### src/rtl/fifo_flag_pkg.sv
package fifo_flag_pkg;

   typedef enum logic [1:0] {
      PRESET_USER = 2'b00,
      PRESET_LO   = 2'b01,
      PRESET_MID  = 2'b10,
      PRESET_HI   = 2'b11
   } preset_e;

   localparam int FLAG_AE = 0;
   localparam int FLAG_AF = 1;
   localparam int FLAG_N  = 2;

endpackage

### src/rtl/fifo_ofs_regs.sv
module fifo_ofs_regs
   import fifo_flag_pkg::*;
#(
   parameter int OFS_W   = 8,
   parameter int DEF_LO  = 8,
   parameter int DEF_MID = 16,
   parameter int DEF_HI  = 64
) (
   input  logic             clk,
   input  logic             mrst,
   input  logic             prst,
   input  logic [1:0]       preset_sel,
   input  logic             serial_sel,
   input  logic             ser_en,
   input  logic             ser_bit,
   input  logic             wr_en,
   input  logic [OFS_W-1:0] wr_low,
   output logic [OFS_W-1:0] ae_ofs_nx,
   output logic [OFS_W-1:0] af_ofs_nx,
   output logic             cfg_done
);

   localparam int SH_W = 2 * OFS_W;
   localparam int BC_W = $clog2(SH_W + 1);
   localparam logic [BC_W-1:0]  BC_LAST = BC_W'(SH_W - 1);
   localparam logic [OFS_W-1:0] D_LO    = OFS_W'(DEF_LO);
   localparam logic [OFS_W-1:0] D_MID   = OFS_W'(DEF_MID);
   localparam logic [OFS_W-1:0] D_HI    = OFS_W'(DEF_HI);

   logic [SH_W-1:0] sh_q, sh_nx;
   logic [BC_W-1:0] bc_q, bc_nx;
   logic            pc_q, pc_nx;
   logic            done_q, done_nx;
   logic            ser_q, ser_nx;

   always_comb begin
      sh_nx   = sh_q;
      bc_nx   = bc_q;
      pc_nx   = pc_q;
      done_nx = done_q;
      ser_nx  = ser_q;
      if (mrst) begin
         ser_nx = serial_sel;
         bc_nx  = '0;
         pc_nx  = 1'b0;
         unique case (preset_e'(preset_sel))
            PRESET_LO:   begin sh_nx = {D_LO,  D_LO};  done_nx = 1'b1; end
            PRESET_MID:  begin sh_nx = {D_MID, D_MID}; done_nx = 1'b1; end
            PRESET_HI:   begin sh_nx = {D_HI,  D_HI};  done_nx = 1'b1; end
            default:     begin sh_nx = '0;             done_nx = 1'b0; end
         endcase
      end else if (!prst && !done_q) begin
         if (ser_q) begin
            if (ser_en) begin
               sh_nx = {ser_bit, sh_q[SH_W-1:1]};
               bc_nx = bc_q + 1'b1;
               if (bc_q == BC_LAST) done_nx = 1'b1;
            end
         end else if (wr_en) begin
            if (!pc_q) begin
               sh_nx[OFS_W-1:0] = wr_low;
               pc_nx            = 1'b1;
            end else begin
               sh_nx[SH_W-1:OFS_W] = wr_low;
               done_nx             = 1'b1;
            end
         end
      end
   end

   always_ff @(posedge clk) begin
      sh_q   <= sh_nx;
      bc_q   <= bc_nx;
      pc_q   <= pc_nx;
      done_q <= done_nx;
      ser_q  <= ser_nx;
   end

   assign ae_ofs_nx = sh_nx[OFS_W-1:0];
   assign af_ofs_nx = sh_nx[SH_W-1:OFS_W];
   assign cfg_done  = done_q;

   // partial reset keeps offsets and programming progress
   p_prst_keeps_ofs_r7: assert property (@(posedge clk) disable iff (mrst)
      prst |=> $stable(sh_q) && $stable(done_q) && $stable(pc_q));

   // once loaded, offsets are frozen until the next master reset
   p_done_frozen_r5: assert property (@(posedge clk) disable iff (mrst)
      done_q |=> done_q && $stable(sh_q));

   // a parallel load never consumes more than two words
   p_par_two_words_r6: assert property (@(posedge clk) disable iff (mrst)
      (!ser_q && pc_q && wr_en && !prst && !done_q) |=> done_q);

endmodule

### src/rtl/fifo_occ_counter.sv
module fifo_occ_counter #(
   parameter int DEPTH = 256,
   parameter int CNT_W = $clog2(DEPTH + 1)
) (
   input  logic             clk,
   input  logic             mrst,
   input  logic             prst,
   input  logic             wr_req,
   input  logic             wr_allow,
   input  logic             rd_req,
   output logic [CNT_W-1:0] cnt_nx,
   output logic             empty_q,
   output logic             full_q
);

   localparam logic [CNT_W-1:0] DEPTH_C = CNT_W'(DEPTH);

   logic [CNT_W-1:0] cnt_q;
   logic             wr_ok, rd_ok;

   assign wr_ok = wr_req && wr_allow && (cnt_q != DEPTH_C) && !prst;
   assign rd_ok = rd_req && (cnt_q != '0) && !prst;

   always_comb begin
      if (mrst || prst)         cnt_nx = '0;
      else if (wr_ok && !rd_ok) cnt_nx = cnt_q + 1'b1;
      else if (rd_ok && !wr_ok) cnt_nx = cnt_q - 1'b1;
      else                      cnt_nx = cnt_q;
   end

   always_ff @(posedge clk) begin
      cnt_q   <= cnt_nx;
      empty_q <= (cnt_nx == '0);
      full_q  <= (cnt_nx == DEPTH_C);
   end

   // occupancy never exceeds capacity
   p_no_overflow_r3: assert property (@(posedge clk) disable iff (mrst)
      cnt_q <= DEPTH_C);

   // a lone write on a full queue is dropped
   p_full_drops_r3: assert property (@(posedge clk) disable iff (mrst)
      (cnt_q == DEPTH_C && wr_req && !rd_req && !prst) |=> cnt_q == DEPTH_C);

   // paired accepted write and read hold the count
   p_pair_hold_r8: assert property (@(posedge clk) disable iff (mrst)
      (wr_ok && rd_ok) |=> $stable(cnt_q));

   // partial reset empties the queue
   p_prst_clear_r7: assert property (@(posedge clk) disable iff (mrst)
      prst |=> (cnt_q == '0) && empty_q);

endmodule

### src/rtl/fifo_thresh_flag.sv
module fifo_thresh_flag #(
   parameter int CNT_W = 9
) (
   input  logic             clk,
   input  logic [CNT_W-1:0] level_nx,
   input  logic [CNT_W-1:0] thresh_nx,
   output logic             flag_q
);

   always_ff @(posedge clk) begin
      flag_q <= (level_nx <= thresh_nx);
   end

endmodule

### src/rtl/fifo_level_flags.sv
module fifo_level_flags
   import fifo_flag_pkg::*;
#(
   parameter int DEPTH   = 256,
   parameter int DATA_W  = 36,
   parameter int DEF_LO  = 8,
   parameter int DEF_MID = 16,
   parameter int DEF_HI  = 64
) (
   input  logic              clk,
   input  logic              mrst,
   input  logic              prst,
   input  logic [1:0]        preset_sel,
   input  logic              serial_sel,
   input  logic              ser_en,
   input  logic              ser_bit,
   input  logic              wr_en,
   input  logic [DATA_W-1:0] wr_data,
   input  logic              rd_en,
   output logic              almost_empty,
   output logic              almost_full,
   output logic              empty,
   output logic              full
);

   localparam int OFS_W = $clog2(DEPTH);
   localparam int CNT_W = $clog2(DEPTH + 1);
   localparam logic [CNT_W-1:0] DEPTH_C = CNT_W'(DEPTH);

   if (DEPTH < 4)                      $error("DEPTH must be at least 4");
   if (DATA_W < OFS_W)                 $error("DATA_W narrower than offset width");
   if (DEF_LO  < 0 || DEF_LO  >= DEPTH) $error("DEF_LO out of range");
   if (DEF_MID < 0 || DEF_MID >= DEPTH) $error("DEF_MID out of range");
   if (DEF_HI  < 0 || DEF_HI  >= DEPTH) $error("DEF_HI out of range");

   logic [OFS_W-1:0] ae_ofs_nx, af_ofs_nx;
   logic             cfg_done;
   logic [CNT_W-1:0] cnt_nx;
   logic [CNT_W-1:0] lvl  [FLAG_N];
   logic [CNT_W-1:0] thr  [FLAG_N];
   logic             flg  [FLAG_N];

   if (DATA_W > OFS_W) begin : g_hi_bits
      logic unused_hi;
      assign unused_hi = ^wr_data[DATA_W-1:OFS_W];
   end

   fifo_ofs_regs #(
      .OFS_W(OFS_W), .DEF_LO(DEF_LO), .DEF_MID(DEF_MID), .DEF_HI(DEF_HI)
   ) ofs_i (
      .clk(clk), .mrst(mrst), .prst(prst),
      .preset_sel(preset_sel), .serial_sel(serial_sel),
      .ser_en(ser_en), .ser_bit(ser_bit),
      .wr_en(wr_en), .wr_low(wr_data[OFS_W-1:0]),
      .ae_ofs_nx(ae_ofs_nx), .af_ofs_nx(af_ofs_nx), .cfg_done(cfg_done)
   );

   fifo_occ_counter #(.DEPTH(DEPTH), .CNT_W(CNT_W)) occ_i (
      .clk(clk), .mrst(mrst), .prst(prst),
      .wr_req(wr_en), .wr_allow(cfg_done), .rd_req(rd_en),
      .cnt_nx(cnt_nx), .empty_q(empty), .full_q(full)
   );

   assign lvl[FLAG_AE] = cnt_nx;
   assign thr[FLAG_AE] = CNT_W'(ae_ofs_nx);
   assign lvl[FLAG_AF] = DEPTH_C - cnt_nx;
   assign thr[FLAG_AF] = CNT_W'(af_ofs_nx);

   for (genvar g = 0; g < FLAG_N; g++) begin : g_flag
      fifo_thresh_flag #(.CNT_W(CNT_W)) cmp_i (
         .clk(clk), .level_nx(lvl[g]), .thresh_nx(thr[g]), .flag_q(flg[g])
      );
   end

   assign almost_empty = flg[FLAG_AE];
   assign almost_full  = flg[FLAG_AF];

   // an empty queue is always at or below any almost-empty offset
   p_empty_ae_r1: assert property (@(posedge clk) disable iff (mrst)
      empty |-> almost_empty);

   // a full queue is always at or below any almost-full offset
   p_full_af_r2: assert property (@(posedge clk) disable iff (mrst)
      full |-> almost_full);

   // empty and full never coexist
   p_excl_r3: assert property (@(posedge clk) disable iff (mrst)
      !(empty && full));

endmodule

### config.mk
export PLATFORM = sky130hd
export DESIGN_NAME = fifo_level_flags
export DESIGN_NICKNAME = d
export VERILOG_FILES = /design/src/rtl/fifo_flag_pkg.sv /design/src/rtl/fifo_ofs_regs.sv /design/src/rtl/fifo_occ_counter.sv /design/src/rtl/fifo_thresh_flag.sv /design/src/rtl/fifo_level_flags.sv
export SDC_FILE = /design/constraint.sdc
export NUM_CORES = 1
export LEC_CHECK = 0
export ABC_AREA = 1
export BUFFER_PORTS_ARGS = -buffer_cell sky130_fd_sc_hd__buf_2
export CORE_UTILIZATION = 38
export DETAILED_ROUTE_END_ITERATION = 8
export PLACE_DENSITY = 0.61
export REMOVE_ABC_BUFFERS = 1
export SLEW_MARGIN = 20
export SYNTH_ARGS = -nofsm -noshare
export SYNTH_HDL_FRONTEND = slang
export SYNTH_SLANG_ARGS = --single-unit
### constraint.sdc
create_clock -name clk -period 4 [get_ports clk]
set_clock_uncertainty 0.05 [all_clocks]
set_input_delay 0 -clock clk [delete_from_list [all_inputs] [get_ports clk]]
set_output_delay 0 -clock clk [all_outputs]
set_load 0.005 [all_outputs]
==> impl_results.html <==
<table>
<tr><th>Metric</th><th>Value</th></tr>
<tr><th colspan="2">Hold path</th></tr>
<tr><td>Hold Path Depth</td><td>3</td></tr>
<tr><td>Path category of the worst min-delay check</td><td>in2reg</td></tr>
<tr><td>Hold wc startpoint</td><td>wr_data[5]</td></tr>
<tr><td>Destination of the worst hold path</td><td>ofs_i.sh_q[5]$_DFF_P_</td></tr>
<tr><th colspan="2">STA</th></tr>
<tr><td>Period utilisation layout</td><td>87.1%</td></tr>
<tr><td>Post-route worst setup slack</td><td>slightly above 0.5 ns</td></tr>
<tr><td>Worst Max-Slew Pin Slew</td><td>0.623 ns</td></tr>
<tr><td>Final period demand of the worst path</td><td>3.49 ns</td></tr>
<tr><td>Highest attainable clock frequency</td><td>287 MHz</td></tr>
<tr><td>Max-slew violation count</td><td>0</td></tr>
<tr><td>Minimum hold slack</td><td>0.0322 ns</td></tr>
<tr><td>Slew Limit Headroom</td><td>~58%</td></tr>
<tr><td>Setup Viol. Count Final</td><td>0</td></tr>
<tr><td>Unrepaired setup endpoints after global routing</td><td>false</td></tr>
<tr><td>Total Negative Setup Slacks</td><td>0 ns</td></tr>
<tr><td>Number of hold violations in the final report</td><td>0</td></tr>
<tr><th colspan="2">Power</th></tr>
<tr><td>Worst-case vdd ir drop</td><td>around 140 uV</td></tr>
<tr><td>Power density over cell area</td><td>about 330 mW/mm2</td></tr>
<tr><td>Cell leakage power</td><td>1.46 nW</td></tr>
<tr><th colspan="2">Detailed routing</th></tr>
<tr><td>Vias per inst</td><td>5.03</td></tr>
<tr><td>Post-DRT Antenna Nets</td><td>0</td></tr>
<tr><td>Drc violations</td><td>4</td></tr>
<tr><td>Average wire per standard cell</td><td>~12 um</td></tr>
<tr><td>Wire length after detailed routing</td><td>between 5 and 6 mm</td></tr>
<tr><td>First-pass iteration count of the detailed router</td><td>6</td></tr>
<tr><td>Initial drt markers</td><td>120</td></tr>
<tr><td>Total number of vias</td><td>2,426</td></tr>
<tr><th colspan="2">Floorplanning</th></tr>
<tr><td>Number of standard-cell rows in the floorplan</td><td>29</td></tr>
<tr><td>Die extent in x</td><td>between 80 and 90 um</td></tr>
<tr><td>DIE AREA</td><td>0.00707 mm2</td></tr>
<tr><td>Height of the die</td><td>84.1 um</td></tr>
<tr><td>Num ports</td><td>50</td></tr>
<tr><td>Core Box Area</td><td>0.00642 mm2</td></tr>
<tr><td>Initial core utilization</td><td>39.8%</td></tr>
<tr><th colspan="2">Synthesis</th></tr>
<tr><td>Synthesized cell area</td><td>0.00256 mm2</td></tr>
<tr><td>Flip-flop and latch count after synthesis</td><td>37</td></tr>
<tr><td>Share of async-settable or async-resettable flops after synthesis</td><td>0%</td></tr>
<tr><td>Fraction of post-synthesis cell area in the top cell type by area</td><td>27.4%</td></tr>
<tr><td>Count of flip-flops with a built-in enable after synthesis</td><td>2</td></tr>
<tr><td>Cells taking the most area after synthesis</td><td>dfxtp_1, ha_1, inv_1</td></tr>
<tr><td>Part of the Yosys area used for sequential elements</td><td>roughly 30%</td></tr>
<tr><td>Synth area leader</td><td>dfxtp_1</td></tr>
<tr><td>Yosys synthesis warning count</td><td>0</td></tr>
<tr><td>Number of distinct library cells after synthesis</td><td>38</td></tr>
<tr><td>Average footprint of a synthesized cell</td><td>6.86 um2</td></tr>
<tr><td>Gate count after technology mapping</td><td>approximately 370</td></tr>
<tr><td>Primary FF master, synth</td><td>dfxtp_1</td></tr>
<tr><th colspan="2">Status</th></tr>
<tr><td>Run status</td><td>finished, violations left</td></tr>
<tr><td>Failing checks</td><td>design-rule violations</td></tr>
<tr><th colspan="2">Critical path</th></tr>
<tr><td>Arrival time at the worst endpoint</td><td>3.68 ns</td></tr>
<tr><td>CP dominant cell by count</td><td>nand2_1</td></tr>
<tr><td>Worst setup path class</td><td>reg2reg</td></tr>
<tr><td>Setup slack of the most critical reg-to-reg path</td><td>0.51 ns</td></tr>
<tr><td>Crit path launch</td><td>occ_i.cnt_q[0]$_DFF_P_</td></tr>
<tr><td>Critical Path RT</td><td>4.19 ns</td></tr>
<tr><td>Critical path launch point type</td><td>register</td></tr>
<tr><td>Peak per-stage delay on the critical path</td><td>between 0.3 and 0.4 ns</td></tr>
<tr><td>Critical path peak fanout</td><td>5</td></tr>
<tr><td>Crit end category</td><td>register</td></tr>
<tr><td>Worst r2r dst</td><td>g_flag[1].cmp_i.flag_q$_DFF_P_</td></tr>
<tr><td>Number of cell instances on the worst register-to-register path</td><td>21</td></tr>
<tr><td>Ordered cell list for the critical path</td><td>inv_1 -&gt; ha_1 -&gt; nand2_1 -&gt; nor2_4 -&gt; a21oi_2 -&gt; nand2_2 -&gt; nand2_1 -&gt; nand2_1 -&gt; a21oi_4 -&gt; inv_1 -&gt; ha_1 -&gt; xnor2_1 -&gt; inv_1 -&gt; ha_1 -&gt; nand2_1 -&gt; nor2_1 -&gt; a211oi_1 -&gt; o21ai_0 -&gt; a21o_1 -&gt; a21oi_1 -&gt; o21a_1</td></tr>
<tr><td>FF-to-FF Start</td><td>occ_i.cnt_q[0]$_DFF_P_</td></tr>
<tr><td>Cell with the largest stage delay on the worst path</td><td>dfxtp_1</td></tr>
<tr><th colspan="2">Placement</th></tr>
<tr><td>Number of buffers added on ports</td><td>21</td></tr>
<tr><td>Placed Cells</td><td>469</td></tr>
<tr><td>Half-perimeter wire length after placement</td><td>~4.8 mm</td></tr>
<tr><td>Gp weighted congestion</td><td>0.907</td></tr>
<tr><td>Setup Slack @ Placement</td><td>around 0.54 ns</td></tr>
<tr><th colspan="2">Final layout</th></tr>
<tr><td>Number of standard cells in the final layout excluding fillers</td><td>482</td></tr>
<tr><td>Layout area overhead</td><td>14.2%</td></tr>
<tr><td>Share of cells above drive strength 1</td><td>14.3%</td></tr>
<tr><td>Antenna cell count</td><td>0</td></tr>
<tr><td>Number of inserted filler cells in the final layout</td><td>674</td></tr>
<tr><td>Nets</td><td>approximately 470</td></tr>
<tr><th colspan="2">Clock network</th></tr>
<tr><td>Post-CTS setup repair buffer count</td><td>0</td></tr>
<tr><td>CTS tree</td><td>built</td></tr>
<tr><td>Htree depth</td><td>2</td></tr>
<tr><td>Clk_lat worst skew</td><td>0.29 ns</td></tr>
<tr><td>Number of resized instances in the post-cts repair step</td><td>0</td></tr>
<tr><td>Buffer type at the clock tree root</td><td>clkbuf_8</td></tr>
<tr><td>Clock-pin slew on the worst setup and hold paths</td><td>0.08 ns</td></tr>
<tr><td>Clock buffer count from CTS</td><td>5</td></tr>
<tr><td>Clock Sinks</td><td>37</td></tr>
<tr><td>Largest buffer count on any clock path</td><td>2</td></tr>
<tr><th colspan="2">GRT</th></tr>
<tr><td>Pin count of the biggest net entering global routing</td><td>19</td></tr>
<tr><td>Initial antenna violation count</td><td>0</td></tr>
<tr><td>Number of global-route vias before repair</td><td>2,298</td></tr>
<tr><td>Total GRT Usage</td><td>between 10% and 20%</td></tr>
<tr><td>Total global routing overflow</td><td>0</td></tr>
<tr><td>Global-route wire length before repair</td><td>~10 mm</td></tr>
<tr><th colspan="2">Run</th></tr>
<tr><td>Number of violations of the max-capacitance limit</td><td>0</td></tr>
</table>
[synthesized netlist by cell type, drive strengths merged, types with 2 or more instances]
cell	count
a21o	2
inv	68
a21oi	19
o21ai	17
nor4	8
edfxtp	2
or2	5
nand3b	2
nor3	12
nor2	58
xor2	4
o221ai	4
nand3	31
dfxtp	35
clkbuf	4
nand2	65
ha	24
a41oi	2
[layout by cell type, fill, tap and decap left out, types with 3 or more instances in the layout]
cell type and n:
a21oi_1 15, nor2_2 3, nand3_1 28, nor2_1 53, nor4_1 8, o221ai_1 4, nand2_1 58, clkbuf_8 5
or2_2 5, nand2_2 6, inv_1 65, nand3_2 3, dfxtp_1 35, buf_2 21, o21ai_1 4, nor3_1 12
ha_1 24, inv_2 3, xor2_1 4, dlygate4sd3_1 5, o21ai_0 13
[final cells by class]
class	count	area (um2)	share of cell area, %
Multi-Input combinational cell	263	1520	52.2
Tap cell	77	96.3	3.30
Clock inverter	2	38.8	1.33
Clock buffer	6	72.6	2.48
Sequential cell	37	761	26.0
Timing Repair Buffer	28	170	5.82
Inverter	69	259	8.87
[critical path: cells and delay by family, from the launching register on]
family	cells	cell delay (ns)
xor+xnor	1	0.18
compound gates	7	1.16
simple gates	7	0.66
fa+ha+maj	3	0.71
flops	1	0.38
buf+inv	3	0.28
[what timing repair did]
action | CTS | global route
endpoints found under the hold margin | 5 | 0
hold buffers | 5 | 0
setup endpoints to repair | 0 | 0
[registers in the layout, indices dropped and copies added (netlist names)]
| signal | cells |
|---|---|
| ofs_i.cfg_done | 1 |
| g_flag.cmp_i.flag_q | 2 |
| occ_i.full_q | 1 |
| ofs_i.sh_q | 16 |
| ofs_i.bc_q | 5 |
| occ_i.empty_q | 1 |
| ofs_i.pc_q | 1 |
| ofs_i.ser_q | 1 |
| occ_i.cnt_q | 9 |
[worst max-delay path by stage]
| stage | end | cells after the start | slack (ns) |
|---|---|---|---|
| after global placement | g_flag[1].cmp_i.flag_q$_DFF_P_ | 21 | 0.60 |
| after global routing | g_flag[1].cmp_i.flag_q$_DFF_P_ | 21 | 0.24 |
| after floorplan | g_flag[1].cmp_i.flag_q$_DFF_P_ | 21 | 0.96 |
| final | g_flag[1].cmp_i.flag_q$_DFF_P_ | 21 | 0.51 |
| after detailed placement | g_flag[1].cmp_i.flag_q$_DFF_P_ | 21 | 0.54 |
| after CTS | g_flag[1].cmp_i.flag_q$_DFF_P_ | 21 | 0.52 |
[where the power goes]
group	internal (W)	switching [W]	total (W)
clock network	0.000187	0.000141	0.000329
logic	0.0000950	0.000137	0.000232
registers	0.000395	0.0000137	0.000408
[layer usage]
metal	up-vias	wire (um)	GRT usage, %
met2	49	2660	28.2
met4	0	142	7.68
met3	11	242	3.86
li1	1276	-	-
met1	1090	2810	23.8
met5	-	0	0
[logic make-up (layout without fill, tap and decap cells)]
| family | Yosys count | count (layout) | synth area share [%] |
|---|---|---|---|
| buffers and inverters | 73 | 105 | 10.7 |
| XOR/XNOR | 5 | 5 | 1.71 |
| adder cells (fa/ha/maj) | 24 | 24 | 11.7 |
| AO/OA/AOI/OAI | 52 | 52 | 13.3 |
| AND/OR/NAND/NOR | 182 | 182 | 32.8 |
| flip-flops | 37 | 37 | 29.7 |
[metrics by stage]
stage	total power, W	instance area [um2]	utilization, %
after global routing	0.00103	2920	45.5
after global placement	0.000642	2760	43.0
after detailed placement	0.000647	2760	43.0
final	0.000969	2920	45.5
after floorplan	0.000583	2540	-
after CTS	0.000979	2920	45.5
Power figures use the tool's default switching activity.
